File: config.mk
export PLATFORM = sky130hd
export DESIGN_NAME = lane_pkt_framer
export DESIGN_NICKNAME = d
export VERILOG_FILES = /design/src/rtl/lpf_pkg.sv /design/src/rtl/lpf_len_ctr.sv /design/src/rtl/lpf_par_chk.sv /design/src/rtl/lpf_lane_mux.sv /design/src/rtl/lane_pkt_framer.sv
export SDC_FILE = /design/constraint.sdc
export NUM_CORES = 1
export LEC_CHECK = 0
export ABC_CLOCK_PERIOD_IN_PS = 1800
export BUFFER_PORTS_ARGS = -buffer_cell sky130_fd_sc_hd__buf_2
export CAP_MARGIN = 30
export CELL_PAD_IN_SITES_DETAIL_PLACEMENT = 1
export CELL_PAD_IN_SITES_GLOBAL_PLACEMENT = 2
export CORE_AREA = 3 3 104 106
export DETAILED_ROUTE_END_ITERATION = 7
export DIE_AREA = 0 0 107 109
export PLACE_DENSITY_LB_ADDON = 0.1
export SLEW_MARGIN = 30
export SYNTH_ARGS = -nofsm -noshare
export SYNTH_HDL_FRONTEND = slang
export SYNTH_HIERARCHICAL = 1
export SYNTH_SLANG_ARGS = --single-unit
File: constraint.sdc
create_clock -name clk -period 1.8 [get_ports clk]
set_input_delay 0.36 -clock clk [delete_from_list [all_inputs] [get_ports clk]]
set_output_delay 0.36 -clock clk [all_outputs]
set_load 0.1 [all_outputs]
File: src/rtl/lpf_pkg.sv
package lpf_pkg;
    typedef enum logic [1:0] {
        ST_START = 2'd0,
        ST_DATA  = 2'd1,
        ST_PAD   = 2'd2,
        ST_FILL  = 2'd3
    } lpf_state_e;

    typedef enum logic [1:0] {
        WK_DATA  = 2'd0,
        WK_ZERO  = 2'd1,
        WK_COMMA = 2'd2,
        WK_CODE  = 2'd3
    } lpf_word_e;

    localparam int        CODE_W     = 2;
    localparam logic [7:0] COMMA_CHAR = 8'hBC;
endpackage

File: src/rtl/lpf_len_ctr.sv
module lpf_len_ctr #(
    parameter int MAX_WORDS = 64,
    parameter int LEN_W     = $clog2(MAX_WORDS + 1)
) (
    input  logic             clk,
    input  logic             rst_n,
    input  logic             pkt_start,
    input  logic             pkt_step,
    input  logic [LEN_W-1:0] cfg_len,
    output logic             last_word
);
    localparam logic [LEN_W-1:0] ONE = LEN_W'(1);
    localparam logic [LEN_W-1:0] MAX = LEN_W'(MAX_WORDS);

    logic [LEN_W-1:0] len_now;
    logic [LEN_W-1:0] rem_q;

    always_comb begin
        if (cfg_len == '0)      len_now = ONE;
        else if (cfg_len > MAX) len_now = MAX;
        else                    len_now = cfg_len;
    end

    always_ff @(posedge clk) begin
        if (!rst_n)         rem_q <= '0;
        else if (pkt_start) rem_q <= len_now - ONE;
        else if (pkt_step)  rem_q <= rem_q - ONE;
    end

    assign last_word = pkt_start ? (len_now == ONE) : (rem_q == ONE);

    p_rem_live_r7: assert property (@(posedge clk) disable iff (!rst_n)
        pkt_step |-> rem_q != '0);
    p_rem_bound_r7: assert property (@(posedge clk) disable iff (!rst_n)
        rem_q < MAX);
endmodule

File: src/rtl/lpf_par_chk.sv
module lpf_par_chk #(
    parameter int LANES = 4
) (
    input  logic [8*LANES-1:0] data,
    input  logic [LANES-1:0]   par,
    input  logic               en,
    output logic [LANES-1:0]   err
);
    for (genvar i = 0; i < LANES; i++) begin : g_lane
        assign err[i] = en & (par[i] ^ (^data[8*i +: 8]));
    end
endmodule

File: src/rtl/lpf_lane_mux.sv
module lpf_lane_mux
    import lpf_pkg::*;
#(
    parameter int LANES = 4
) (
    input  lpf_word_e          kind,
    input  logic [8*LANES-1:0] data,
    input  logic [CODE_W-1:0]  code,
    output logic [8*LANES-1:0] chr,
    output logic [LANES-1:0]   k
);
    for (genvar i = 0; i < LANES; i++) begin : g_lane
        always_comb begin
            unique case (kind)
                WK_DATA:  begin chr[8*i +: 8] = data[8*i +: 8];            k[i] = 1'b0; end
                WK_ZERO:  begin chr[8*i +: 8] = 8'h00;                     k[i] = 1'b0; end
                WK_COMMA: begin chr[8*i +: 8] = COMMA_CHAR;                k[i] = 1'b1; end
                WK_CODE:  begin chr[8*i +: 8] = {{(8-CODE_W){1'b0}}, code}; k[i] = 1'b0; end
                default:  begin chr[8*i +: 8] = 8'h00;                     k[i] = 1'b0; end
            endcase
        end
    end
endmodule

File: src/rtl/lane_pkt_framer.sv
module lane_pkt_framer
    import lpf_pkg::*;
#(
    parameter int LANES     = 4,
    parameter int MAX_WORDS = 64,
    parameter int LEN_W     = $clog2(MAX_WORDS + 1)
) (
    input  logic               clk,
    input  logic               rst_n,
    input  logic               in_vld,
    input  logic [8*LANES-1:0] in_data,
    input  logic [LANES-1:0]   in_par,
    input  logic [LEN_W-1:0]   cfg_len,
    input  logic [CODE_W-1:0]  cfg_code,
    output logic [8*LANES-1:0] out_char,
    output logic [LANES-1:0]   out_k,
    output logic [LANES-1:0]   par_err,
    output logic               underrun
);
    localparam int WORD_W = 8 * LANES;

    lpf_state_e          state_q, state_d;
    lpf_word_e           kind;
    logic                pkt_start, pkt_step, last_word, und_d;
    logic [CODE_W-1:0]   code_q;
    logic [WORD_W-1:0]   chr_d;
    logic [LANES-1:0]    k_d, perr_d;

    lpf_len_ctr #(.MAX_WORDS(MAX_WORDS), .LEN_W(LEN_W)) i_len_ctr (
        .clk       (clk),
        .rst_n     (rst_n),
        .pkt_start (pkt_start),
        .pkt_step  (pkt_step),
        .cfg_len   (cfg_len),
        .last_word (last_word)
    );

    lpf_par_chk #(.LANES(LANES)) i_par_chk (
        .data (in_data),
        .par  (in_par),
        .en   (kind == WK_DATA),
        .err  (perr_d)
    );

    lpf_lane_mux #(.LANES(LANES)) i_lane_mux (
        .kind (kind),
        .data (in_data),
        .code (code_q),
        .chr  (chr_d),
        .k    (k_d)
    );

    assign pkt_start = (state_q == ST_START);
    assign pkt_step  = !pkt_start;

    always_ff @(posedge clk) begin
        if (!rst_n) state_q <= ST_START;
        else        state_q <= state_d;
    end

    always_comb begin
        state_d = state_q;
        kind    = WK_ZERO;
        und_d   = 1'b0;
        unique case (state_q)
            ST_START: begin
                kind    = in_vld ? WK_DATA : WK_COMMA;
                state_d = last_word ? ST_START : (in_vld ? ST_DATA : ST_FILL);
            end
            ST_DATA: begin
                kind    = in_vld ? WK_DATA : WK_ZERO;
                und_d   = !in_vld;
                state_d = last_word ? ST_START : (in_vld ? ST_DATA : ST_PAD);
            end
            ST_PAD: begin
                kind    = WK_ZERO;
                state_d = last_word ? ST_START : ST_PAD;
            end
            ST_FILL: begin
                kind    = WK_CODE;
                state_d = last_word ? ST_START : ST_FILL;
            end
            default: begin
                kind    = WK_ZERO;
                state_d = ST_START;
            end
        endcase
    end

    always_ff @(posedge clk) begin
        if (!rst_n)                    code_q <= '0;
        else if (pkt_start && !in_vld) code_q <= cfg_code;
    end

    always_ff @(posedge clk) begin
        if (!rst_n) begin
            out_char <= '0;
            out_k    <= '0;
            par_err  <= '0;
            underrun <= 1'b0;
        end else begin
            out_char <= chr_d;
            out_k    <= k_d;
            par_err  <= perr_d;
            underrun <= und_d;
        end
    end

    p_k_all_or_none_r5: assert property (@(posedge clk) disable iff (!rst_n)
        (out_k == '0) || (out_k == {LANES{1'b1}}));
    p_comma_opens_r5: assert property (@(posedge clk) disable iff (!rst_n)
        (out_k != '0) |-> $past(state_q) == ST_START);
    p_fill_entry_r4: assert property (@(posedge clk) disable iff (!rst_n)
        (state_q == ST_FILL) |-> ($past(state_q) == ST_START || $past(state_q) == ST_FILL));
    p_pad_entry_r8: assert property (@(posedge clk) disable iff (!rst_n)
        (state_q == ST_PAD) |-> ($past(state_q) == ST_DATA || $past(state_q) == ST_PAD));
    p_underrun_zero_r8: assert property (@(posedge clk) disable iff (!rst_n)
        underrun |-> (out_char == '0 && out_k == '0));
    p_perr_data_only_r9: assert property (@(posedge clk) disable iff (!rst_n)
        (par_err != '0) |-> (out_k == '0 && !underrun));
endmodule

==> results of run 1 <==
-- critical path, delay by kind of cell (launching register included) --
kind	cells	cell delay, ns
flip-flops	1	0.40
buffers and inverters	1	0.17
AO/OA/AOI/OAI	1	0.30
AND/OR/NAND/NOR	3	0.60
-- cells in the final DEF (no fill, tap or decap), types with 2 or more instances in the layout --
cell	count
sky130_fd_sc_hd__a211oi_1	3
sky130_fd_sc_hd__a21o_1	9
sky130_fd_sc_hd__and2_1	44
sky130_fd_sc_hd__and3_1	2
sky130_fd_sc_hd__buf_2	88
sky130_fd_sc_hd__buf_4	19
sky130_fd_sc_hd__clkbuf_8	6
sky130_fd_sc_hd__dfxtp_1	52
sky130_fd_sc_hd__ha_1	3
sky130_fd_sc_hd__inv_1	8
sky130_fd_sc_hd__mux2i_1	6
sky130_fd_sc_hd__nand2_1	11
sky130_fd_sc_hd__nand2b_1	6
sky130_fd_sc_hd__nand3_1	2
sky130_fd_sc_hd__nor2_1	46
sky130_fd_sc_hd__nor2b_1	4
sky130_fd_sc_hd__nor3_1	3
sky130_fd_sc_hd__nor3_4	2
sky130_fd_sc_hd__nor3b_1	3
sky130_fd_sc_hd__o221a_1	2
sky130_fd_sc_hd__or2_1	3
sky130_fd_sc_hd__xnor2_1	10
sky130_fd_sc_hd__xnor3_1	8
sky130_fd_sc_hd__xor2_1	6
-- area by class of cell --
type	count	area (µm²)	share of cell area
inverter	8	30.0	0.00894
tap	133	166	0.0496
clock buffer	7	86.3	0.0257
clock inverter	1	7.51	0.00224
timing repair buffer	107	583	0.174
multi-input combinational	198	1440	0.430
sequential	52	1040	0.310
-- logic make-up (layout without fill, tap and decap cells) --
kind of cell,after synthesis,after routing,synth area share
mux,6,6,0.0232
flops,52,52,0.402
buf+inv,23,123,0.0478
xor+xnor,24,24,0.124
simple gates,137,137,0.301
fa+ha+maj,4,4,0.0193
compound gates,27,27,0.0831
-- timing repair --
| action | CTS | global route |
|---|---|---|
| endpoints found under the setup margin | 0 | 12 |
| buffers inserted | 0 | 0 |
| gates resized for setup | 0 | 2 |
-- registers in the layout (all words and copies together), names as in the netlist --
signal / cells
code_q: 2
i_len_ctr/rem_q: 7
state_q: 2
out_k: 4
par_err: 4
out_char: 32
underrun: 1
-- report_power, final --
part           internal, mW  leakage, nW  switching, mW
Sequential             1.26        0.429         0.0663
Clock                 0.314       0.0445          0.397
Combinational         0.427         1.23          0.945
Total                  2.01         1.70           1.41
-- metal layers --
| metal | vias to the layer above | routed length (µm) |
|---|---|---|
| met4 | 0 | 51 |
| met1 | 981 | 3250 |
| met2 | 49 | 3290 |
| met5 | - | 0 |
| li1 | 1093 | - |
| met3 | 2 | 369 |
-- worst max path at each step --
stage                          start            endpoint  slack [ns]  cells after the start
after detailed placement  cfg_len[2]  i_len_ctr/rem_q[4]       -0.07                      8
after floorplan           cfg_len[2]  i_len_ctr/rem_q[4]       0.002                      7
after global routing      state_q[1]          state_q[0]        0.08                      7
final                     state_q[1]  i_len_ctr/rem_q[6]        0.23                      5
after CTS                 state_q[1]         out_char[1]        0.03                      5
after global placement    cfg_len[2]  i_len_ctr/rem_q[4]       -0.03                      8
-- through the flow --
stage,setup TNS (ns),power (mW),utilization,hold slack (ns)
after detailed placement,-0.0663,2.75,0.330,0.453
after global routing,0,3.63,0.340,0.310
final,0,3.41,0.340,0.306
after global placement,-0.0284,2.74,0.330,0.445
after floorplan,0,2.44,-,0.430
after CTS,0,3.48,0.340,0.299
==> reports/metrics.json, run 1 <==
{
  "first_global_vias": {"value": 2184},
  "result_of_the_run": {"value": "complete, no violations"},
  "critPathMaxStageDelay": {"value": 0.40, "unit": "ns"},
  "routed-via-count": {"value": 2125},
  "synth_top_area_cell": {"value": "sky130_fd_sc_hd__dfxtp_1"},
  "netlist_top_cells_area": {"value": "sky130_fd_sc_hd__dfxtp_1 40%, sky130_fd_sc_hd__and2_1 11%, sky130_fd_sc_hd__xnor3_1 7.0%"},
  "cts-root-buf": {"value": "sky130_fd_sc_hd__clkbuf_8"},
  "startpoint_type": {"value": "flop"},
  "postRouteAntennaNets": {"value": 0},
  "ir_worst_vdd": {"value": 0.351, "unit": "mV"},
  "drt_iter0_drc": {"value": 85},
  "drv.max_cap_violation_count": {"value": 0},
  "floorplan.die.height": {"value": 109, "unit": "µm"},
  "dpl_worst_slack": {"value": -0.0663, "unit": "ns"},
  "synthMostInstantiatedCell": {"value": "sky130_fd_sc_hd__dfxtp_1"},
  "busiest_layer_in_global_routing": {"value": "met2"},
  "hp-class": {"value": "in -> reg"},
  "synth_top_cell_area_share": {"value": 0.402},
  "cts-root-to-sink-buffers": {"value": 2},
  "final_net_count": {"value": 424},
  "max_freq": {"value": 0.637, "unit": "GHz"},
  "timing.reg2reg.setup_slack": {"value": 0.23, "unit": "ns"},
  "rr_startpoint": {"value": "state_q[1]"},
  "ff2ff_path_depth": {"value": 5},
  "core_rows": {"value": 36},
  "synth.cells.most_frequent": {"value": "52 x sky130_fd_sc_hd__dfxtp_1, 46 x sky130_fd_sc_hd__nor2_1, 44 x sky130_fd_sc_hd__and2_1, 11 x sky130_fd_sc_hd__nand2_1"},
  "die_w": {"value": 107, "unit": "µm"},
  "yosys_register_bits": {"value": 52},
  "place.port_buffers": {"value": 88},
  "tightest_slew": {"value": 0.507, "unit": "ns"},
  "grt_usage": {"value": 0.125},
  "worst_ep_required_time": {"value": 1.99, "unit": "ns"},
  "dp.final_hpwl": {"value": 5.50, "unit": "mm"},
  "netlist-cell-type-count": {"value": 48},
  "cts_tree": {"value": "yes"},
  "gr-usage-met3": {"value": 0.0314},
  "report.final.hold_viol_count": {"value": 0},
  "detailed_place.area": {"value": 3260, "unit": "µm²"},
  "timing.critical_path.to_type": {"value": "flop"},
  "worst-path-max-fanout": {"value": 8},
  "relSlewSlack": {"value": 0.665},
  "ios": {"value": 89},
  "worst-setup-path-type": {"value": "reg -> reg"},
  "clock_sinks": {"value": 52},
  "wl_per_cell": {"value": 13.8, "unit": "µm"},
  "syn_area": {"value": 2590, "unit": "µm²"},
  "total_leakage_power": {"value": 1.70, "unit": "nW"},
  "filler_cell_count": {"value": 1174},
  "insertion_delay": {"value": 0.31, "unit": "ns"},
  "worst_hold_startpoint": {"value": "cfg_code[0]"},
  "postCtsHoldBufs": {"value": 0},
  "grtUsageMet1": {"value": 0.166},
  "critical_path.cell_chain": {"value": "or2_1, buf_4, and4bb_1, a211oi_1, nor4_2"},
  "mappedNetlistNets": {"value": 325},
  "fin_skew": {"value": 0.0139, "unit": "ns"},
  "antenna_found_initial": {"value": 0},
  "dpl.cell_count": {"value": 498},
  "drcViolationCount": {"value": 0},
  "holdPathEnd": {"value": "code_q[0]"},
  "gpl.final_weighted_congestion": {"value": 0.713},
  "period_minus_slack": {"value": 1.57, "unit": "ns"},
  "starting_density": {"value": 0.263},
  "grt_max_degree": {"value": 23},
  "fin_crit_sh": {"value": 0.872},
  "area_delta_synth_final": {"value": 29.7, "unit": "%"},
  "crit_path_top_delay_cell": {"value": "sky130_fd_sc_hd__dfxtp_1"},
  "cts-htree-levels": {"value": 2},
  "drt_pass1_iterations": {"value": 4},
  "cp_data_arrival_time": {"value": 1.76, "unit": "ns"},
  "r2r_end": {"value": "i_len_ctr/rem_q[6]"},
  "synth_edf_count": {"value": 0},
  "global_route_wire_length_before_repair": {"value": 11.4, "unit": "mm"},
  "synth-seq-area-share": {"value": 0.402},
  "worstHoldPathCells": {"value": 3},
  "fin_area": {"value": 3360, "unit": "µm²"},
  "diodes": {"value": 0},
  "rsz_0062_raised_after_global_routing": {"value": "false"},
  "postSynth.asyncResetShare": {"value": 0},
  "detail_route.vias_per_cell": {"value": 4.20},
  "tritoncts.num_buffers": {"value": 5},
  "power.density": {"value": 1020, "unit": "nW/µm²"},
  "global_route.usage.met2": {"value": 0.204},
  "slew_viol_final": {"value": 0},
  "synthesis.area_per_instance": {"value": 9.49, "unit": "µm²"},
  "core-area": {"value": 9860, "unit": "µm²"},
  "cts.reportedPaths.clkPinSlew": {"value": 0.10, "unit": "ns"},
  "layoutNonFillerInstCount": {"value": 506},
  "layout-drive-gt1-share": {"value": 0.335},
  "postSynthCellCount": {"value": 273},
  "design.die.area": {"value": 11700, "unit": "µm²"},
  "synth_top_flop_cell": {"value": "sky130_fd_sc_hd__dfxtp_1"},
  "worst_slack": {"value": 0.230, "unit": "ns"},
  "setup_violations": {"value": 0},
  "wl": {"value": 6.96, "unit": "mm"},
  "synth-warning-count": {"value": 6},
  "gr-total-overflow": {"value": 0}
}
Power figures use the tool's default switching activity.
==> run 2: changes to the inputs <==
--- a/config.mk
+++ b/config.mk
@@ -8,12 +8,10 @@
 export ABC_CLOCK_PERIOD_IN_PS = 1800
 export BUFFER_PORTS_ARGS = -buffer_cell sky130_fd_sc_hd__buf_2
 export CAP_MARGIN = 30
-export CELL_PAD_IN_SITES_DETAIL_PLACEMENT = 1
-export CELL_PAD_IN_SITES_GLOBAL_PLACEMENT = 2
-export CORE_AREA = 3 3 104 106
+export CORE_AREA = 3 3 80 82
 export DETAILED_ROUTE_END_ITERATION = 7
-export DIE_AREA = 0 0 107 109
-export PLACE_DENSITY_LB_ADDON = 0.1
+export DIE_AREA = 0 0 83 85
+export PLACE_DENSITY = 0.75
 export SLEW_MARGIN = 30
 export SYNTH_ARGS = -nofsm -noshare
 export SYNTH_HDL_FRONTEND = slang
==> run 2 against run 1 <==
Via count decreased by 0.71%. Largest power group unchanged. Clock power shrank 6.6%. Non-clock buffer count fell by 5. Die area decreased by 40%. Sequential cell count unchanged.
==> reports/metrics.json, run 2 (same netlist as run 1, synthesis figures left out) <==
{
  "result_of_the_run": {"value": "complete, no violations"},
  "mostFrequentLayoutCells": {"value": "88 x sky130_fd_sc_hd__buf_2, 52 x sky130_fd_sc_hd__dfxtp_1, 46 x sky130_fd_sc_hd__nor2_1"},
  "hp-class": {"value": "in -> reg"},
  "power_frac_seq": {"value": 0.398},
  "ir_worst_vdd": {"value": 0.470, "unit": "mV"},
  "worstHoldPathCells": {"value": 3},
  "starting_density": {"value": 0.445},
  "detail_route.vias_per_cell": {"value": 4.76},
  "largestRegisters": {"value": "out_char x32, i_len_ctr/rem_q x7"},
  "drv.max_cap_violation_count": {"value": 0},
  "gr-total-overflow": {"value": 0},
  "fin_skew": {"value": 0.00394, "unit": "ns"},
  "report.final.hold_viol_count": {"value": 0},
  "slew_viol_final": {"value": 0},
  "period_minus_slack": {"value": 1.66, "unit": "ns"},
  "detailed_place.area": {"value": 3150, "unit": "µm²"},
  "wl_per_cell": {"value": 13.2, "unit": "µm"},
  "grt_max_degree": {"value": 49},
  "largest_register_ffs": {"value": 32},
  "worst-path-max-fanout": {"value": 12},
  "area_delta_synth_final": {"value": 25.2, "unit": "%"},
  "combPwrFrac": {"value": 0.403},
  "worst_ep_required_time": {"value": 2.04, "unit": "ns"},
  "regMostFlops": {"value": "out_char"},
  "wl": {"value": 5.84, "unit": "mm"},
  "timing.reg2reg.setup_slack": {"value": 0.14, "unit": "ns"},
  "cp_data_arrival_time": {"value": 1.90, "unit": "ns"},
  "postRouteAntennaNets": {"value": 0},
  "power.density": {"value": 1030, "unit": "nW/µm²"},
  "r2r_end": {"value": "out_char[14]"},
  "diodes": {"value": 0},
  "fin_crit_sh": {"value": 0.920},
  "dpl.cell_count": {"value": 435},
  "tritoncts.num_buffers": {"value": 5},
  "layout-drive-gt1-share": {"value": 0.326},
  "insertion_delay": {"value": 0.30, "unit": "ns"},
  "global_route_wire_length_before_repair": {"value": 9.63, "unit": "mm"},
  "ios": {"value": 89},
  "dpl_worst_slack": {"value": -0.0963, "unit": "ns"},
  "dp.final_hpwl": {"value": 4.40, "unit": "mm"},
  "cts-htree-levels": {"value": 2},
  "holdPathEnd": {"value": "code_q[0]"},
  "design.die.area": {"value": 7060, "unit": "µm²"},
  "timing.critical_path.to_type": {"value": "flop"},
  "fin_area": {"value": 3240, "unit": "µm²"},
  "grt_usage": {"value": 0.166},
  "filler_cell_count": {"value": 534},
  "cts_tree": {"value": "yes"},
  "cts-root-to-sink-buffers": {"value": 2},
  "drt_iter0_drc": {"value": 77},
  "drcViolationCount": {"value": 0},
  "intPower": {"value": 1.96, "unit": "mW"},
  "postCtsHoldBufs": {"value": 0},
  "power_switching_share": {"value": 0.413},
  "worst_slack": {"value": 0.144, "unit": "ns"},
  "core-area": {"value": 5820, "unit": "µm²"},
  "gpl.final_weighted_congestion": {"value": 0.843},
  "die_w": {"value": 83, "unit": "µm"},
  "clkPwrFrac": {"value": 0.199},
  "power.net_switching": {"value": 1.38, "unit": "mW"},
  "final-seq-area": {"value": 1040, "unit": "µm²"},
  "cts.reportedPaths.clkPinSlew": {"value": 0.09, "unit": "ns"},
  "first_global_vias": {"value": 2065},
  "rr_startpoint": {"value": "state_q[1]"},
  "startpoint_type": {"value": "flop"},
  "routed-via-count": {"value": 2110},
  "core_rows": {"value": 28},
  "drt_pass1_iterations": {"value": 4},
  "total_leakage_power": {"value": 1.67, "unit": "nW"},
  "antenna_found_initial": {"value": 0},
  "relSlewSlack": {"value": 0.644},
  "clock_sinks": {"value": 52},
  "ff2ff_path_depth": {"value": 5},
  "place.port_buffers": {"value": 88},
  "worst-setup-path-type": {"value": "reg -> reg"},
  "setup_violations": {"value": 0},
  "tightest_slew": {"value": 0.533, "unit": "ns"},
  "max_freq": {"value": 0.604, "unit": "GHz"},
  "layoutNonFillerInstCount": {"value": 443},
  "multi_input_area": {"value": 1440, "unit": "µm²"},
  "final_net_count": {"value": 419},
  "rsz_0062_raised_after_global_routing": {"value": "false"},
  "cts-root-buf": {"value": "sky130_fd_sc_hd__clkbuf_8"},
  "worst_hold_startpoint": {"value": "cfg_code[0]"},
  "floorplan.die.height": {"value": 85, "unit": "µm"},
  "final_common_cell": {"value": "sky130_fd_sc_hd__buf_2"}
}
[run 2: cell types whose count changed in the layout (fill, tap and decap cells not counted), sizes merged]
| cell | previous run | this run |
|---|---|---|
| clkinv | 0 | 1 |
| clkbuf | 7 | 6 |
| buf | 107 | 102 |
[run 2: timing repair]
item,in CTS,in global routing
resized for setup,0,1
endpoints found under the setup margin,0,1
setup buffers,0,0
[run 2: final cells by class]
class                           instances  share of cell area
Timing Repair Buffer                  102               0.168
Inverter                                8             0.00926
Clock inverter                          2             0.00502
Clock buffer                            6              0.0224
Multi-Input combinational cell        198               0.445
Sequential cell                        52               0.321
Tap cell                               75              0.0289
[run 2: worst max-delay path by stage]
| stage | endpoint | slack, ns | from | depth (start not counted) |
|---|---|---|---|---|
| 4_1_cts | state_q[0] | 0.12 | state_q[1] | 7 |
| 3_5_place_dp | i_len_ctr/rem_q[4] | -0.1 | cfg_len[2] | 8 |
| 2_1_floorplan | i_len_ctr/rem_q[4] | 0.002 | cfg_len[2] | 7 |
| 3_3_place_gp | i_len_ctr/rem_q[4] | -0.02 | cfg_len[2] | 8 |
| 6_report | out_char[14] | 0.14 | state_q[1] | 5 |
| 5_1_grt | i_len_ctr/rem_q[6] | 0.03 | state_q[1] | 6 |
[run 2: routing by layer]
layer | up-vias | routed length, µm | global-route usage
li1 | 1082 | - | -
met4 | 0 | 29 | 0.0386
met3 | 2 | 366 | 0.0485
met5 | - | 0 | 0
met2 | 65 | 2920 | 0.291
met1 | 961 | 2510 | 0.201
[run 2: through the flow]
step | hold slack, ns | power [mW] | util | TNS, ns
after global placement | 0.448 | 2.68 | 0.541 | -0.0214
after detailed placement | 0.454 | 2.70 | 0.541 | -0.0963
after CTS | 0.290 | 3.37 | 0.557 | 0
after floorplan | 0.430 | 2.44 | - | 0
after global routing | 0.293 | 3.50 | 0.557 | 0
final | 0.299 | 3.34 | 0.557 | 0
[run 2: power groups by stage]
stage | Clock (mW) | Combinational, mW | Sequential (mW)
2_1_floorplan | 0 | 0.515 | 1.92
3_3_place_gp | 0 | 1.33 | 1.35
3_5_place_dp | 0 | 1.35 | 1.35
4_1_cts | 0.688 | 1.35 | 1.33
5_1_grt | 0.723 | 1.43 | 1.34
6_report | 0.664 | 1.35 | 1.33
[run 2: worst max-delay path, cell delays in order (launching register included)]
cell	delay, ns
sky130_fd_sc_hd__dfxtp_1	0.51
sky130_fd_sc_hd__nor3_4	0.10
sky130_fd_sc_hd__a21o_1	0.21
sky130_fd_sc_hd__nor2_2	0.45
sky130_fd_sc_hd__and2_1	0.20
sky130_fd_sc_hd__and2_1	0.13
==> run 3: changes to the inputs <==
--- a/config.mk
+++ b/config.mk
@@ -5,12 +5,12 @@
 export SDC_FILE = /design/constraint.sdc
 export NUM_CORES = 1
 export LEC_CHECK = 0
-export ABC_CLOCK_PERIOD_IN_PS = 1800
+export ABC_CLOCK_PERIOD_IN_PS = 1500
 export BUFFER_PORTS_ARGS = -buffer_cell sky130_fd_sc_hd__buf_2
 export CAP_MARGIN = 30
-export CORE_AREA = 3 3 80 82
+export CORE_AREA = 2 2 79 81
 export DETAILED_ROUTE_END_ITERATION = 7
-export DIE_AREA = 0 0 83 85
+export DIE_AREA = 0 0 81 83
 export PLACE_DENSITY = 0.75
 export SLEW_MARGIN = 30
 export SYNTH_ARGS = -nofsm -noshare
==> constraint.sdc (replaced) <==
create_clock -name clk -period 1.5 [get_ports clk]
set_input_delay 0.3 -clock clk [delete_from_list [all_inputs] [get_ports clk]]
set_output_delay 0.3 -clock clk [all_outputs]
set_load 0.1 [all_outputs]
==> run 3 against run 2 <==
The flow now finishes with violations (negative setup slack). Clock skew is 0.0047 ns higher. Clock-buffer cell count is the same. Routed wire length increased by 8.1%. Core utilization grew 4.9 points. Total power rose by 27%. Sequential cell count did not move. Die area shrank 4.7%. Cell area rose by 8.8%. First-iteration DRC count increased by 3.9%. Global-route usage grew 2.0 points. Largest power group unchanged.
==> reports/metrics.json, run 3 (same netlist as run 1, synthesis figures left out) <==
{
  "antenna_found_initial": {"value": 0},
  "totalPowerFinal": {"value": 4.24, "unit": "mW"},
  "cp_data_arrival_time": {"value": 1.77, "unit": "ns"},
  "drcViolationCount": {"value": 0},
  "postCtsHoldBufs": {"value": 0},
  "gr-total-overflow": {"value": 0},
  "fin_worst_hold_slack": {"value": 0.263, "unit": "ns"},
  "detailed_place.area": {"value": 3270, "unit": "µm²"},
  "detail_route.vias_per_cell": {"value": 4.77},
  "clock_sinks": {"value": 52},
  "layout-drive-gt1-share": {"value": 0.391},
  "postRouteAntennaNets": {"value": 0},
  "max_freq": {"value": 0.640, "unit": "GHz"},
  "regMostFlops": {"value": "out_char"},
  "setup_total_negative_slack": {"value": -0.116, "unit": "ns"},
  "timing.reg2reg.setup_slack": {"value": -0.05, "unit": "ns"},
  "final_net_count": {"value": 440},
  "rr_startpoint": {"value": "state_q[0]"},
  "core_rows": {"value": 28},
  "routed-via-count": {"value": 2215},
  "grt_max_degree": {"value": 38},
  "rsz_0062_raised_after_global_routing": {"value": "true"},
  "wl": {"value": 6.31, "unit": "mm"},
  "dpl.cell_count": {"value": 448},
  "worst_ep_required_time": {"value": 1.71, "unit": "ns"},
  "cts-root-buf": {"value": "sky130_fd_sc_hd__clkbuf_8"},
  "report.final.hold_viol_count": {"value": 0},
  "global_route_wire_length_before_repair": {"value": 9.75, "unit": "mm"},
  "ios": {"value": 89},
  "worst_setup_path_endpoint": {"value": "i_len_ctr/rem_q[4]"},
  "tightest_slew": {"value": 0.516, "unit": "ns"},
  "cts_tree": {"value": "yes"},
  "filler_cell_count": {"value": 529},
  "starting_density": {"value": 0.445},
  "total_leakage_power": {"value": 1.79, "unit": "nW"},
  "slew_viol_final": {"value": 0},
  "drv.max_cap_violation_count": {"value": 0},
  "power.density": {"value": 1200, "unit": "nW/µm²"},
  "core-area": {"value": 5820, "unit": "µm²"},
  "ir_worst_vdd": {"value": 0.609, "unit": "mV"},
  "final_common_cell": {"value": "sky130_fd_sc_hd__buf_2"},
  "ff2ff_path_depth": {"value": 6},
  "tritoncts.num_buffers": {"value": 5},
  "design.die.area": {"value": 6720, "unit": "µm²"},
  "first_global_vias": {"value": 2137},
  "timing.critical_path.to_type": {"value": "flop"},
  "result_of_the_run": {"value": "finished with violations"},
  "wl_per_cell": {"value": 13.6, "unit": "µm"},
  "cts-root-to-sink-buffers": {"value": 2},
  "worst-setup-path-type": {"value": "in -> reg"},
  "cts-htree-levels": {"value": 2},
  "area_delta_synth_final": {"value": 36.2, "unit": "%"},
  "dpl_worst_slack": {"value": -0.356, "unit": "ns"},
  "insertion_delay": {"value": 0.30, "unit": "ns"},
  "drt_pass1_iterations": {"value": 4},
  "largestRegisters": {"value": "out_char x32, i_len_ctr/rem_q x7"},
  "place.port_buffers": {"value": 88},
  "grt_usage": {"value": 0.185},
  "relSlewSlack": {"value": 0.659},
  "die_w": {"value": 81, "unit": "µm"},
  "cts.reportedPaths.clkPinSlew": {"value": 0.10, "unit": "ns"},
  "gpl.final_weighted_congestion": {"value": 0.867},
  "diodes": {"value": 0},
  "utilization": {"value": 0.606},
  "hp-class": {"value": "in -> reg"},
  "largest_register_ffs": {"value": 32},
  "violated_checks": {"value": "negative setup slack"},
  "dp.final_hpwl": {"value": 4.68, "unit": "mm"},
  "floorplan.die.height": {"value": 83, "unit": "µm"},
  "setup_violations": {"value": 2},
  "critPathLaunch": {"value": "cfg_len[3]"},
  "startpoint_type": {"value": "input port"},
  "r2r_end": {"value": "i_len_ctr/rem_q[6]"},
  "worst_slack": {"value": -0.0622, "unit": "ns"},
  "fin_crit_sh": {"value": 1.04},
  "layoutNonFillerInstCount": {"value": 464},
  "drt_iter0_drc": {"value": 80},
  "worst-path-max-fanout": {"value": 2},
  "mostFrequentLayoutCells": {"value": "86 x sky130_fd_sc_hd__buf_2, 50 x sky130_fd_sc_hd__dfxtp_1, 46 x sky130_fd_sc_hd__nor2_1"},
  "fin_area": {"value": 3530, "unit": "µm²"},
  "period_minus_slack": {"value": 1.56, "unit": "ns"},
  "fin_skew": {"value": 0.00868, "unit": "ns"}
}
## run 3: cell count changes in the layout (fill, tap and decap cells not counted), moves of 2 or more
cell	delta
sky130_fd_sc_hd__dfxtp_4	+2
sky130_fd_sc_hd__inv_1	-2
sky130_fd_sc_hd__clkinvlp_4	+3
sky130_fd_sc_hd__buf_6	+4
sky130_fd_sc_hd__buf_4	+18
sky130_fd_sc_hd__dfxtp_1	-2
sky130_fd_sc_hd__buf_2	-2
sky130_fd_sc_hd__nor4_4	+2
## run 3: area by class of cell
type	count	area, µm²	area share
inverter	8	37.5	0.0106
sequential	52	1050	0.297
clock buffer	6	82.6	0.0234
multi-input combinational	198	1510	0.429
clock inverter	2	15.0	0.00426
tap	75	93.8	0.0266
timing repair buffer	123	736	0.209
## run 3: power breakdown
part | internal (mW) | switching (mW)
registers | 1.52 | 0.0760
clock network | 0.375 | 0.467
logic | 0.616 | 1.18
total | 2.51 | 1.73
## run 3: routing by layer
metal	GRT usage	wire (µm)	vias to the layer above
met5	0	0	-
met4	0.0539	78	0
met3	0.0304	316	6
met2	0.327	3190	55
met1	0.228	2720	1031
li1	-	-	1123
## run 3: how the worst min path moves through the flow
stage / endpoint / slack, ns / from / cells after the start
after floorplan: underrun / 0.38 / in_vld / 1
after global placement: code_q[1] / 0.44 / code_q[1] / 2
after detailed placement: code_q[0] / 0.45 / code_q[0] / 2
after CTS: underrun / 0.26 / in_vld / 2
after global routing: code_q[0] / 0.27 / cfg_code[0] / 3
final: underrun / 0.26 / in_vld / 2
## run 3: worst max-delay path, cell delays in order
cell and delay [ns]:
sky130_fd_sc_hd__buf_4 0.12, sky130_fd_sc_hd__nor3_4 0.22, sky130_fd_sc_hd__a21oi_2 0.09, sky130_fd_sc_hd__or2_1 0.25, sky130_fd_sc_hd__ha_4 0.17, sky130_fd_sc_hd__nor3b_1 0.13, sky130_fd_sc_hd__o31a_1 0.24, sky130_fd_sc_hd__a221oi_2 0.24
## run 3: what timing repair did
item / CTS / global route
hold endpoints to repair: 0 / 0
setup endpoints to repair: 16 / 6
setup buffers: 1 / 7
pin swaps: 3 / 8
resized for setup: 6 / 15
